File: src/rtl/dps_pkg.sv
`timescale 1ns/1ps
package dps_pkg;

  // sequencer phases
  typedef enum logic [3:0] {
    ST_IDLE   = 4'd0,  // page closed, waiting for a beat
    ST_ROW    = 4'd1,  // row on the address lines, RAS still high
    ST_RCD    = 4'd2,  // RAS low, row-to-column delay
    ST_COL    = 4'd3,  // column on the address lines, WE set up
    ST_STROBE = 4'd4,  // CAS low
    ST_CPRE   = 4'd5,  // CAS precharge, decision on its last cycle
    ST_HOLD   = 4'd6,  // page open, waiting for the next beat
    ST_RPRE   = 4'd7   // RAS precharge
  } dps_state_e;

  function automatic logic ras_is_low(input dps_state_e s);
    return (s == ST_RCD) || (s == ST_COL) || (s == ST_STROBE) ||
           (s == ST_CPRE) || (s == ST_HOLD);
  endfunction

endpackage

File: src/rtl/dps_phase_timer.sv
`timescale 1ns/1ps
module dps_phase_timer #(
  parameter int CNT_W = 4
) (
  input  logic             clk,
  input  logic             rst_n,
  input  logic             load,
  input  logic [CNT_W-1:0] load_val,
  output logic             expired
);

  logic [CNT_W-1:0] cnt_q;
  logic [CNT_W-1:0] cnt_d;
  logic             cnt_en;

  always_comb begin
    cnt_en = load || (cnt_q != '0);
    if (load) cnt_d = load_val;
    else      cnt_d = cnt_q - 1'b1;
  end

  always_ff @(posedge clk or negedge rst_n) begin
    if (!rst_n)      cnt_q <= '0;
    else if (cnt_en) cnt_q <= cnt_d;
  end

  assign expired = (cnt_q == '0);

endmodule

File: src/rtl/dps_ras_window.sv
`timescale 1ns/1ps
module dps_ras_window #(
  parameter int RAS_MAX_CYC = 64,
  parameter int BEAT_CYC    = 4
) (
  input  logic clk,
  input  logic rst_n,
  input  logic ras_low,
  output logic room
);

  localparam int CNT_W = $clog2(RAS_MAX_CYC + 2) + 1;
  localparam int LIMIT = RAS_MAX_CYC - BEAT_CYC - 1;
  localparam logic [CNT_W-1:0] LIMIT_V = CNT_W'(LIMIT);
  localparam logic [CNT_W-1:0] SAT_V   = {CNT_W{1'b1}};

  // index of the current RAS-low cycle (0 in the first one)
  logic [CNT_W-1:0] run_q;
  logic [CNT_W-1:0] run_d;

  always_comb begin
    if (!ras_low)           run_d = '0;
    else if (run_q != SAT_V) run_d = run_q + 1'b1;
    else                    run_d = run_q;
  end

  always_ff @(posedge clk or negedge rst_n) begin
    if (!rst_n) run_q <= '0;
    else        run_q <= run_d;
  end

  // a beat taken now ends its precharge at index run_q + BEAT_CYC;
  // closing right after keeps the run at run_q + BEAT_CYC + 1 cycles
  assign room = (run_q <= LIMIT_V);

endmodule

File: src/rtl/dps_cas_decode.sv
`timescale 1ns/1ps
module dps_cas_decode #(
  parameter int NUM_CHIPS = 4,
  parameter int CHIP_W    = 2
) (
  input  logic              strobe,
  input  logic [CHIP_W-1:0] chip,
  output logic [NUM_CHIPS-1:0] cas_n
);

  for (genvar g = 0; g < NUM_CHIPS; g++) begin : g_line
    assign cas_n[g] = !(strobe && (chip == CHIP_W'(g)));
  end

endmodule

File: src/rtl/dram_page_burst.sv
`timescale 1ns/1ps
module dram_page_burst
  import dps_pkg::*;
#(
  parameter int NUM_CHIPS   = 4,
  parameter int ROW_W       = 7,
  parameter int COL_W       = 7,
  parameter int DATA_W      = 8,
  parameter int T_RCD       = 2,
  parameter int T_CAS       = 2,
  parameter int T_CP        = 1,
  parameter int T_RP        = 2,
  parameter int RAS_MAX_CYC = 64,
  localparam int CHIP_W     = (NUM_CHIPS > 1) ? $clog2(NUM_CHIPS) : 1,
  localparam int ADDR_W     = (ROW_W > COL_W) ? ROW_W : COL_W
) (
  input  logic                 clk,
  input  logic                 rst_n,
  input  logic                 beat_valid,
  output logic                 beat_ready,
  input  logic [ROW_W-1:0]     beat_row,
  input  logic [COL_W-1:0]     beat_col,
  input  logic [CHIP_W-1:0]    beat_chip,
  input  logic                 beat_write,
  input  logic [DATA_W-1:0]    beat_wdata,
  input  logic                 beat_last,
  output logic                 rd_valid,
  output logic [DATA_W-1:0]    rd_data,
  output logic [ADDR_W-1:0]    mem_addr,
  output logic                 mem_ras_n,
  output logic [NUM_CHIPS-1:0] mem_cas_n,
  output logic                 mem_we_n,
  output logic [DATA_W-1:0]    mem_din,
  input  logic [DATA_W-1:0]    mem_dout
);

  localparam int BEAT_CYC = 1 + T_CAS + T_CP;
  localparam int T_MAX_A  = (T_RCD > T_CAS) ? T_RCD : T_CAS;
  localparam int T_MAX_B  = (T_CP > T_RP) ? T_CP : T_RP;
  localparam int T_MAX    = (T_MAX_A > T_MAX_B) ? T_MAX_A : T_MAX_B;
  localparam int TMR_W    = $clog2(T_MAX + 1);
  localparam logic [TMR_W-1:0] LD_RCD = TMR_W'(T_RCD - 1);
  localparam logic [TMR_W-1:0] LD_CAS = TMR_W'(T_CAS - 1);
  localparam logic [TMR_W-1:0] LD_CP  = TMR_W'(T_CP - 1);
  localparam logic [TMR_W-1:0] LD_RP  = TMR_W'(T_RP - 1);

  // ---------------- reset release synchronizer ----------------
  logic rst_meta_q, rst_core_n;

  always_ff @(posedge clk or negedge rst_n) begin
    if (!rst_n) begin
      rst_meta_q <= 1'b0;
      rst_core_n <= 1'b0;
    end else begin
      rst_meta_q <= 1'b1;
      rst_core_n <= rst_meta_q;
    end
  end

  // ---------------- state and beat registers ----------------
  dps_state_e          state_q, state_d;
  logic [ROW_W-1:0]    row_q;
  logic [COL_W-1:0]    col_q;
  logic [CHIP_W-1:0]   chip_q;
  logic                wr_q;
  logic [DATA_W-1:0]   wdata_q;
  logic                last_q;
  logic [DATA_W-1:0]   rd_data_q;
  logic                rd_valid_q;

  logic                tmr_load;
  logic [TMR_W-1:0]    tmr_val;
  logic                tmr_zero;
  logic                room;
  logic                row_hit;
  logic                chain_ok;
  logic                take_beat;
  logic                cap_rd;
  logic                ras_low_now;

  assign ras_low_now = ras_is_low(state_q);
  assign row_hit     = (beat_row == row_q);
  assign chain_ok    = row_hit && room;

  // ---------------- submodules ----------------
  dps_phase_timer #(
    .CNT_W   (TMR_W)
  ) u_timer (
    .clk     (clk),
    .rst_n   (rst_core_n),
    .load    (tmr_load),
    .load_val(tmr_val),
    .expired (tmr_zero)
  );

  dps_ras_window #(
    .RAS_MAX_CYC(RAS_MAX_CYC),
    .BEAT_CYC   (BEAT_CYC)
  ) u_window (
    .clk    (clk),
    .rst_n  (rst_core_n),
    .ras_low(ras_low_now),
    .room   (room)
  );

  dps_cas_decode #(
    .NUM_CHIPS(NUM_CHIPS),
    .CHIP_W   (CHIP_W)
  ) u_cas (
    .strobe(state_q == ST_STROBE),
    .chip  (chip_q),
    .cas_n (mem_cas_n)
  );

  // ---------------- handshake ----------------
  always_comb begin
    beat_ready = 1'b0;
    if (rst_core_n) begin
      case (state_q)
        ST_IDLE: beat_ready = 1'b1;
        ST_CPRE: beat_ready = tmr_zero && !last_q && chain_ok;
        ST_HOLD: beat_ready = chain_ok;
        default: beat_ready = 1'b0;
      endcase
    end
  end

  assign take_beat = beat_valid && beat_ready;

  // ---------------- next state ----------------
  always_comb begin
    state_d  = state_q;
    tmr_load = 1'b0;
    tmr_val  = '0;
    cap_rd   = 1'b0;
    case (state_q)
      ST_IDLE: begin
        if (take_beat) state_d = ST_ROW;
      end
      ST_ROW: begin
        state_d  = ST_RCD;
        tmr_load = 1'b1;
        tmr_val  = LD_RCD;
      end
      ST_RCD: begin
        if (tmr_zero) state_d = ST_COL;
      end
      ST_COL: begin
        state_d  = ST_STROBE;
        tmr_load = 1'b1;
        tmr_val  = LD_CAS;
      end
      ST_STROBE: begin
        if (tmr_zero) begin
          cap_rd   = !wr_q;
          state_d  = ST_CPRE;
          tmr_load = 1'b1;
          tmr_val  = LD_CP;
        end
      end
      ST_CPRE: begin
        if (tmr_zero) begin
          if (take_beat) begin
            state_d = ST_COL;
          end else if (last_q || beat_valid || !room) begin
            state_d  = ST_RPRE;
            tmr_load = 1'b1;
            tmr_val  = LD_RP;
          end else begin
            state_d = ST_HOLD;
          end
        end
      end
      ST_HOLD: begin
        if (take_beat) begin
          state_d = ST_COL;
        end else if (beat_valid || !room) begin
          state_d  = ST_RPRE;
          tmr_load = 1'b1;
          tmr_val  = LD_RP;
        end
      end
      ST_RPRE: begin
        if (tmr_zero) state_d = ST_IDLE;
      end
      default: state_d = ST_IDLE;
    endcase
  end

  // ---------------- registers ----------------
  always_ff @(posedge clk or negedge rst_core_n) begin
    if (!rst_core_n) state_q <= ST_IDLE;
    else             state_q <= state_d;
  end

  always_ff @(posedge clk or negedge rst_core_n) begin
    if (!rst_core_n) begin
      row_q   <= '0;
      col_q   <= '0;
      chip_q  <= '0;
      wr_q    <= 1'b0;
      wdata_q <= '0;
      last_q  <= 1'b0;
    end else if (take_beat) begin
      row_q   <= beat_row;
      col_q   <= beat_col;
      chip_q  <= beat_chip;
      wr_q    <= beat_write;
      wdata_q <= beat_wdata;
      last_q  <= beat_last;
    end
  end

  always_ff @(posedge clk or negedge rst_core_n) begin
    if (!rst_core_n) rd_data_q <= '0;
    else if (cap_rd) rd_data_q <= mem_dout;
  end

  always_ff @(posedge clk or negedge rst_core_n) begin
    if (!rst_core_n) rd_valid_q <= 1'b0;
    else             rd_valid_q <= cap_rd;
  end

  // ---------------- memory-side outputs ----------------
  always_comb begin
    if ((state_q == ST_ROW) || (state_q == ST_RCD)) mem_addr = ADDR_W'(row_q);
    else                                            mem_addr = ADDR_W'(col_q);
  end

  assign mem_ras_n = !ras_low_now;
  assign mem_we_n  = !(wr_q && ((state_q == ST_COL) || (state_q == ST_STROBE)));
  assign mem_din   = wdata_q;
  assign rd_valid  = rd_valid_q;
  assign rd_data   = rd_data_q;

endmodule

File: config.mk
export PLATFORM = sky130hd
export DESIGN_NAME = dram_page_burst
export DESIGN_NICKNAME = d
export VERILOG_FILES = /design/src/rtl/dps_pkg.sv /design/src/rtl/dps_phase_timer.sv /design/src/rtl/dps_ras_window.sv /design/src/rtl/dps_cas_decode.sv /design/src/rtl/dram_page_burst.sv
export SDC_FILE = /design/constraint.sdc
export NUM_CORES = 1
export LEC_CHECK = 0
export BUFFER_PORTS_ARGS = -buffer_cell sky130_fd_sc_hd__buf_4
export CAP_MARGIN = 5
export CORE_MARGIN = 1
export CORE_UTILIZATION = 50
export CTS_CLUSTER_SIZE = 30
export DETAILED_ROUTE_END_ITERATION = 6
export PLACE_DENSITY_LB_ADDON = 0.2
export SETUP_SLACK_MARGIN = 0.15
export SYNTH_ARGS = -nofsm -noshare
export SYNTH_HDL_FRONTEND = slang
export SYNTH_SLANG_ARGS = --single-unit
File: constraint.sdc
create_clock -name clk -period 2 [get_ports clk]
set_input_delay 0.2 -clock clk [delete_from_list [all_inputs] [get_ports clk]]
set_output_delay 0.2 -clock clk [all_outputs]
set_load 0.01 [all_outputs]
Word-level counts from Yosys, hierarchy flattened
Cells that the tools add are included.

word-level totals
  register bits after elaboration = 51
  input bits = 37
  output and inout bits = 31
  logic and storage cells = 100

cells by class
  $add $sub $neg = 2
  order comparisons = 1
  equal/unequal tests = 19
  muxes and demuxes = 31
  reductions and logical operators = 34

operators with widths
  cell                                                            number
  case mux 4 bit (8 select lines)                                 1
  2-to-1 mux 4 bit                                                7
  equality test 4 x 3 -> 1 bit, second input constant             4
  2-to-1 mux 8 bit                                                2
  2-to-1 mux 1 bit                                                15
  logical OR 1 bit                                                10
  != test 2 bit, second input constant                            5
  logical AND 1 bit                                               9
  logical NOT 1 bit                                               9
  adder 8 x 1 -> 8 bit, second input constant                     1
  equality test 4 x 2 -> 1 bit, second input constant             2
  less-or-equal comparator 8 x 6 -> 1 bit, second input constant  1
  != test 8 bit, second input constant                            1
  equality test 7 bit                                             1
  2-to-1 mux 7 bit                                                1
  case mux 1 bit (3 select lines)                                 2
  AND reduction 6 bit                                             1
  equality test 2 bit, second input constant                      2
  equality test 4 x 1 -> 1 bit, second input constant             1
  logical NOT 2 bit                                               2
  logical NOT 4 bit                                               1
  case mux 1 bit (4 select lines)                                 1
  2-to-1 mux 3 bit                                                1
  != test 3 x 2 -> 1 bit, second input constant                   1
  other kinds (6)                                                 6

Longest topological paths before layout
  depth in word-level cells = 10
  depth in mapped cells = 9
  depth with buffers taken out = 7

Cells and area by module
A second synthesis with hierarchy kept.

second synthesis, totals
  cells, all modules = 386
  area total of the unflattened synthesis = 3385.7 um2

by module, submodules not included
  module           times used  cells an instance  area an instance (um2)  sequential area each (um2)
  dram_page_burst  1           323                2772.7                  1001.0
  dps_ras_window   1           47                 470.5                   200.2
  dps_phase_timer  1           12                 113.9                   50.0
  dps_cas_decode   1           4                  28.8                    0.0

Least setup slack after synthesis
OpenSTA, ideal clock, no wires.

  path type = register to register
  start point = register rst_core_n
  end point = register chip_q[1]
  setup time = 0.125 ns
  data arrival time = 2.302 ns
  required time = 1.875 ns
  slack = -0.427 ns
  stages on the path, launching flop included = 5
  path buffers = 1
  period minus slack after synthesis = 2.427 ns
  cell sequence = dfrtp_1 > and2_1 > o21ai_4 > buf_6 > mux2_4

between the ends
  cells in the longest elaborated chain, start to end = 2

RTL lines
  what                      line                    source
  start: declaration        dram_page_burst.sv:48   logic rst_meta_q, rst_core_n;
  start signal: assignment  dram_page_burst.sv:56   rst_core_n <= rst_meta_q;
  2-to-1 mux 1 bit          dram_page_burst.sv:118  if (rst_core_n) begin
  logical AND 1 bit         dram_page_burst.sv:128  assign take_beat = beat_valid && beat_ready;
  end signal: assignment    dram_page_burst.sv:207  chip_q <= beat_chip;
  end: declaration          dram_page_burst.sv:64   logic [CHIP_W-1:0] chip_q;

No other way between the ends.
A chain may end at the register's enable or synchronous reset.

Worst setup path in the final report
  start point = register u_timer.cnt_q[0]
  end point = register row_q[2]

between the ends
  cells in the longest elaborated chain, start to end = 6

RTL lines
  what                             line                    source
  start: declaration               dps_phase_timer.sv:12   logic [CNT_W-1:0] cnt_q;
  start signal: assignment         dps_phase_timer.sv:24   else if (cnt_en) cnt_q <= cnt_d;
  logical NOT 2 bit                dps_phase_timer.sv:27   assign expired = (cnt_q == '0);
  logical AND 1 bit (2 in a row)   dram_page_burst.sv:121  ST_CPRE: beat_ready = tmr_zero && !last_q && chain_ok;
  case mux 1 bit (3 select lines)  dram_page_burst.sv:119  case (state_q)
  2-to-1 mux 1 bit                 dram_page_burst.sv:118
  logical AND 1 bit                dram_page_burst.sv:128
  end signal: assignment           dram_page_burst.sv:205  row_q <= beat_row;
  end: declaration                 dram_page_burst.sv:62   logic [ROW_W-1:0] row_q;

No other way between the ends.

==> flow_metrics.env <==
export IMPL_grt_overflow_total=0
export IMPL_dpl_hpwl_um=3640
export IMPL_finalPower_mw=6.00
export IMPL_grt_max_degree=50
export IMPL_cap_violations=0
export IMPL_reg2reg_to="row_q[2]$_DFFE_PN0P_"
export IMPL_nets=344
export IMPL_drc=0
export IMPL_skew_ns=0.00748
export IMPL_n_antenna_cell=0
export IMPL_relSlewSlack_pct=59.2
export IMPL_cts_tree="yes"
export IMPL_synthToLayoutAreaGrowth_pct=49.9
export IMPL_synth_edf_count=0
export IMPL_synth_yosys_seq_area_share_pct=50.0
export IMPL_clock_fmax_mhz=463
export IMPL_peakVddDrop_mv=0.981
export IMPL_synth_top_cell_by_area="dfrtp_1"
export IMPL_design_area_mm2=0.00375
export IMPL_netlist_area_mm2=0.00250
export IMPL_cp_slowest_cell="dfrtp_1"
export IMPL_grt_pass1_vias=2020
export IMPL_clkTransAtPathRegs_ns=0.09
export IMPL_post_route_period_util_pct=108
export IMPL_synth_top_area_share_pct=50.0
export IMPL_violations="setup timing"
export IMPL_die_h_um=72.7
export IMPL_crit_path_end_kind="register"
export IMPL_async_flop_share_pct=100
export IMPL_worstSkewPairLatency_ns=0.30
export IMPL_reg2regPathDepth=9
export IMPL_cp_start_kind="register"
export IMPL_fin_tns_setup_ns=-3.75
export IMPL_synth_warnings=0
export IMPL_hold_viol=0
export IMPL_die_area_mm2=0.00529
export IMPL_layout_common_cells="buf_4 (73), dfrtp_1 (47), mux2_4 (33), buf_6 (24), nor2_1 (11)"
export IMPL_cts_root_buf="clkbuf_8"
export IMPL_synth_seq_cells=50
export IMPL_hp_start="mem_dout[5]"
export IMPL_crit_path_max_fanout=6
export IMPL_port_buffers=67
export IMPL_worstHoldPathCells=2
export IMPL_cts_buffers_inserted=5
export IMPL_slew_violations=0
export IMPL_num_rows=25
export IMPL_start_util_pct=52.6
export IMPL_globalRouteTotalUtil_pct=25.1
export IMPL_vias=2008
export IMPL_grt_antenna_before_repair=0
export IMPL_fin_crit_ns=2.16
export IMPL_drive_gt1_share_pct=59.2
export IMPL_vias_per_cell=5.38
export IMPL_ys_types=42
export IMPL_fillers=298
export IMPL_power_density_mw_per_mm2=1600
export IMPL_path_cells="inv_2 -> ha_4 -> and4bb_2 -> nor2_4 -> nor4_4 -> o21ai_4 -> buf_12 -> buf_16 -> mux2_4"
export IMPL_finalSetupViolCount=27
export IMPL_syn_avg_cell_area_um2=12.2
export IMPL_status="finished, violations left"
export IMPL_core_area_mm2=0.00475
export IMPL_place_area_mm2=0.00316
export IMPL_final_setup_worst_slack_ns=-0.161
export IMPL_final_common_cell="buf_4"
export IMPL_max_stage_delay_ns=0.41
export IMPL_cts_sinks=50
export IMPL_hold_class="in -> reg"
export IMPL_synth_ff_type="dfrtp_1"
export IMPL_hold_path_end="rd_data[5]$_DFFE_PN0P_"
export IMPL_reg2reg_slack_ns=-0.16
export IMPL_grt_pass1_wl_um=9830
export IMPL_crit_arrival_ns=2.35
export IMPL_dr_first_iter_drc_count=165
export IMPL_drt_total_wl_um=7030
export IMPL_io_pins=68
export IMPL_rsz0062_at_grt="true"
export IMPL_critical_path_class="reg -> reg"
export IMPL_timing_rr_start="u_timer.cnt_q[0]$_DFFE_PN0P_"
export IMPL_htree_levels=2
export IMPL_tightest_slew_ns=0.612
export IMPL_die_w_um=72.7
export IMPL_required_ns=2.19
export IMPL_wl_per_cell_um=18.8
export IMPL_synth_area_top_cells="dfrtp_1 (50%), mux2_4 (12%), mux2_2 (9.5%), xnor2_1 (3.1%), nor2_1 (2.3%)"
export IMPL_syn_inst=205
export IMPL_leakagePower_nw=1.84
export IMPL_ant_nets=0
export IMPL_gp_congestion=0.813
export IMPL_cts_buffer_depth=2
export IMPL_synth_nets=244
export IMPL_first_pass_iters=5
==> report_power, final <==
part	internal [mW]	total (mW)	switching [mW]
clock network	0.278	0.612	0.333
registers	1.46	1.85	0.394
logic	2.09	3.54	1.45
==> worst max-delay path: cells and delay by family (launching register included) <==
| family | cells | cell delay (ns) |
|---|---|---|
| AO/OA/AOI/OAI | 1 | 0.12 |
| adder cells (fa/ha/maj) | 1 | 0.13 |
| buffers and inverters | 3 | 0.39 |
| flip-flops | 1 | 0.41 |
| multiplexers | 1 | 0.30 |
| AND/OR/NAND/NOR | 3 | 0.68 |
==> routing by layer <==
metal,up-vias,GRT usage [%],share of wire [%]
met2,67,40.5,52
met1,1007,32.8,41
met4,0,9.15,2.3
met3,16,6.22,5.1
li1,918,-,-
met5,-,0,0
==> registers in the layout (all words and copies together) (netlist names) <==
| register | flops |
|---|---|
| mem_din | 8 |
| rd_data | 8 |
| u_window.run_q | 8 |
| col_q | 7 |
| row_q | 7 |
| state_q | 3 |
| chip_q | 2 |
| u_timer.cnt_q | 2 |
| last_q | 1 |
| rd_valid | 1 |
| rst_core_n | 1 |
| rst_meta_q | 1 |
| wr_q | 1 |
==> cells in the mapped netlist (2+ instances only) <==
cell / count
o21ai_0: 8
nor2b_1: 2
mux2i_1: 2
nand2b_1: 4
a311oi_1: 2
and4_1: 2
xor2_1: 3
nor2_1: 15
and3_1: 4
nand2_1: 7
nand4_1: 5
buf_6: 2
dfrtp_1: 50
or2_2: 2
inv_1: 5
ha_1: 2
xnor2_1: 9
or3_1: 2
a21oi_1: 4
mux2_4: 20
and2_1: 2
nand3_1: 7
a31oi_1: 2
mux2_2: 21
clkbuf_1: 6
==> layout make-up <==
class                           count  area (um2)  area share [%]
Clock inverter                      2        12.5           0.334
Inverter                            5        18.8           0.500
Multi-Input combinational cell    140        1350            35.9
Clock buffer                        6        82.6            2.20
Timing Repair Buffer              103         951            25.4
Sequential cell                    50        1260            33.5
Tap cell                           67        83.8            2.23
==> what timing repair did <==
item,in CTS,in global routing
buffers inserted,15,4
endpoints found under the hold margin,2,0
setup endpoints to repair,37,51
cloned,3,0
gates resized for setup,30,36
hold buffers,1,0
pin swaps,2,9
==> worst max path at each step <==
| stage | from | endpoint | slack (ns) | cells after the start |
|---|---|---|---|---|
| after global placement | state_q[0]$_DFFE_PN0P_ | row_q[5]$_DFFE_PN0P_ | 0.04 | 6 |
| final | u_timer.cnt_q[0]$_DFFE_PN0P_ | row_q[2]$_DFFE_PN0P_ | -0.16 | 9 |
| after floorplan | u_timer.cnt_q[1]$_DFFE_PN0P_ | chip_q[1]$_DFFE_PN0P_ | 0.05 | 9 |
| after detailed placement | state_q[0]$_DFFE_PN0P_ | mem_din[0]$_DFFE_PN0P_ | 0.04 | 6 |
| after CTS | state_q[1]$_DFFE_PN0P_ | mem_addr[4] | -0.0001 | 5 |
| after global routing | u_timer.cnt_q[0]$_DFFE_PN0P_ | beat_ready | -0.20 | 7 |
==> per-stage QoR <==
step | util (%) | setup slack [ns] | hold slack (ns) | instances
5_1_grt | 78.9 | -0.201 | 0.114 | 373
4_1_cts | 75.2 | -0.000115 | 0.114 | 369
3_3_place_gp | 66.4 | 0.0425 | -0.0169 | 342
3_5_place_dp | 66.4 | 0.0404 | -0.0161 | 342
2_1_floorplan | - | 0.0452 | -0.0956 | 205
6_report | 78.9 | -0.161 | 0.118 | 373
==> kinds of logic after synthesis <==
logic type,Yosys count,share of synthesized area (%)
AND/OR/NAND/NOR,57,12.8
flip-flops,50,50.0
multiplexers,43,22.3
AO/OA/AOI/OAI,25,6.65
buffers and inverters,15,2.90
XOR/XNOR,12,4.20
adder cells (fa/ha/maj),2,1.00
other,1,0.150
(Power assumes the default switching activity.)
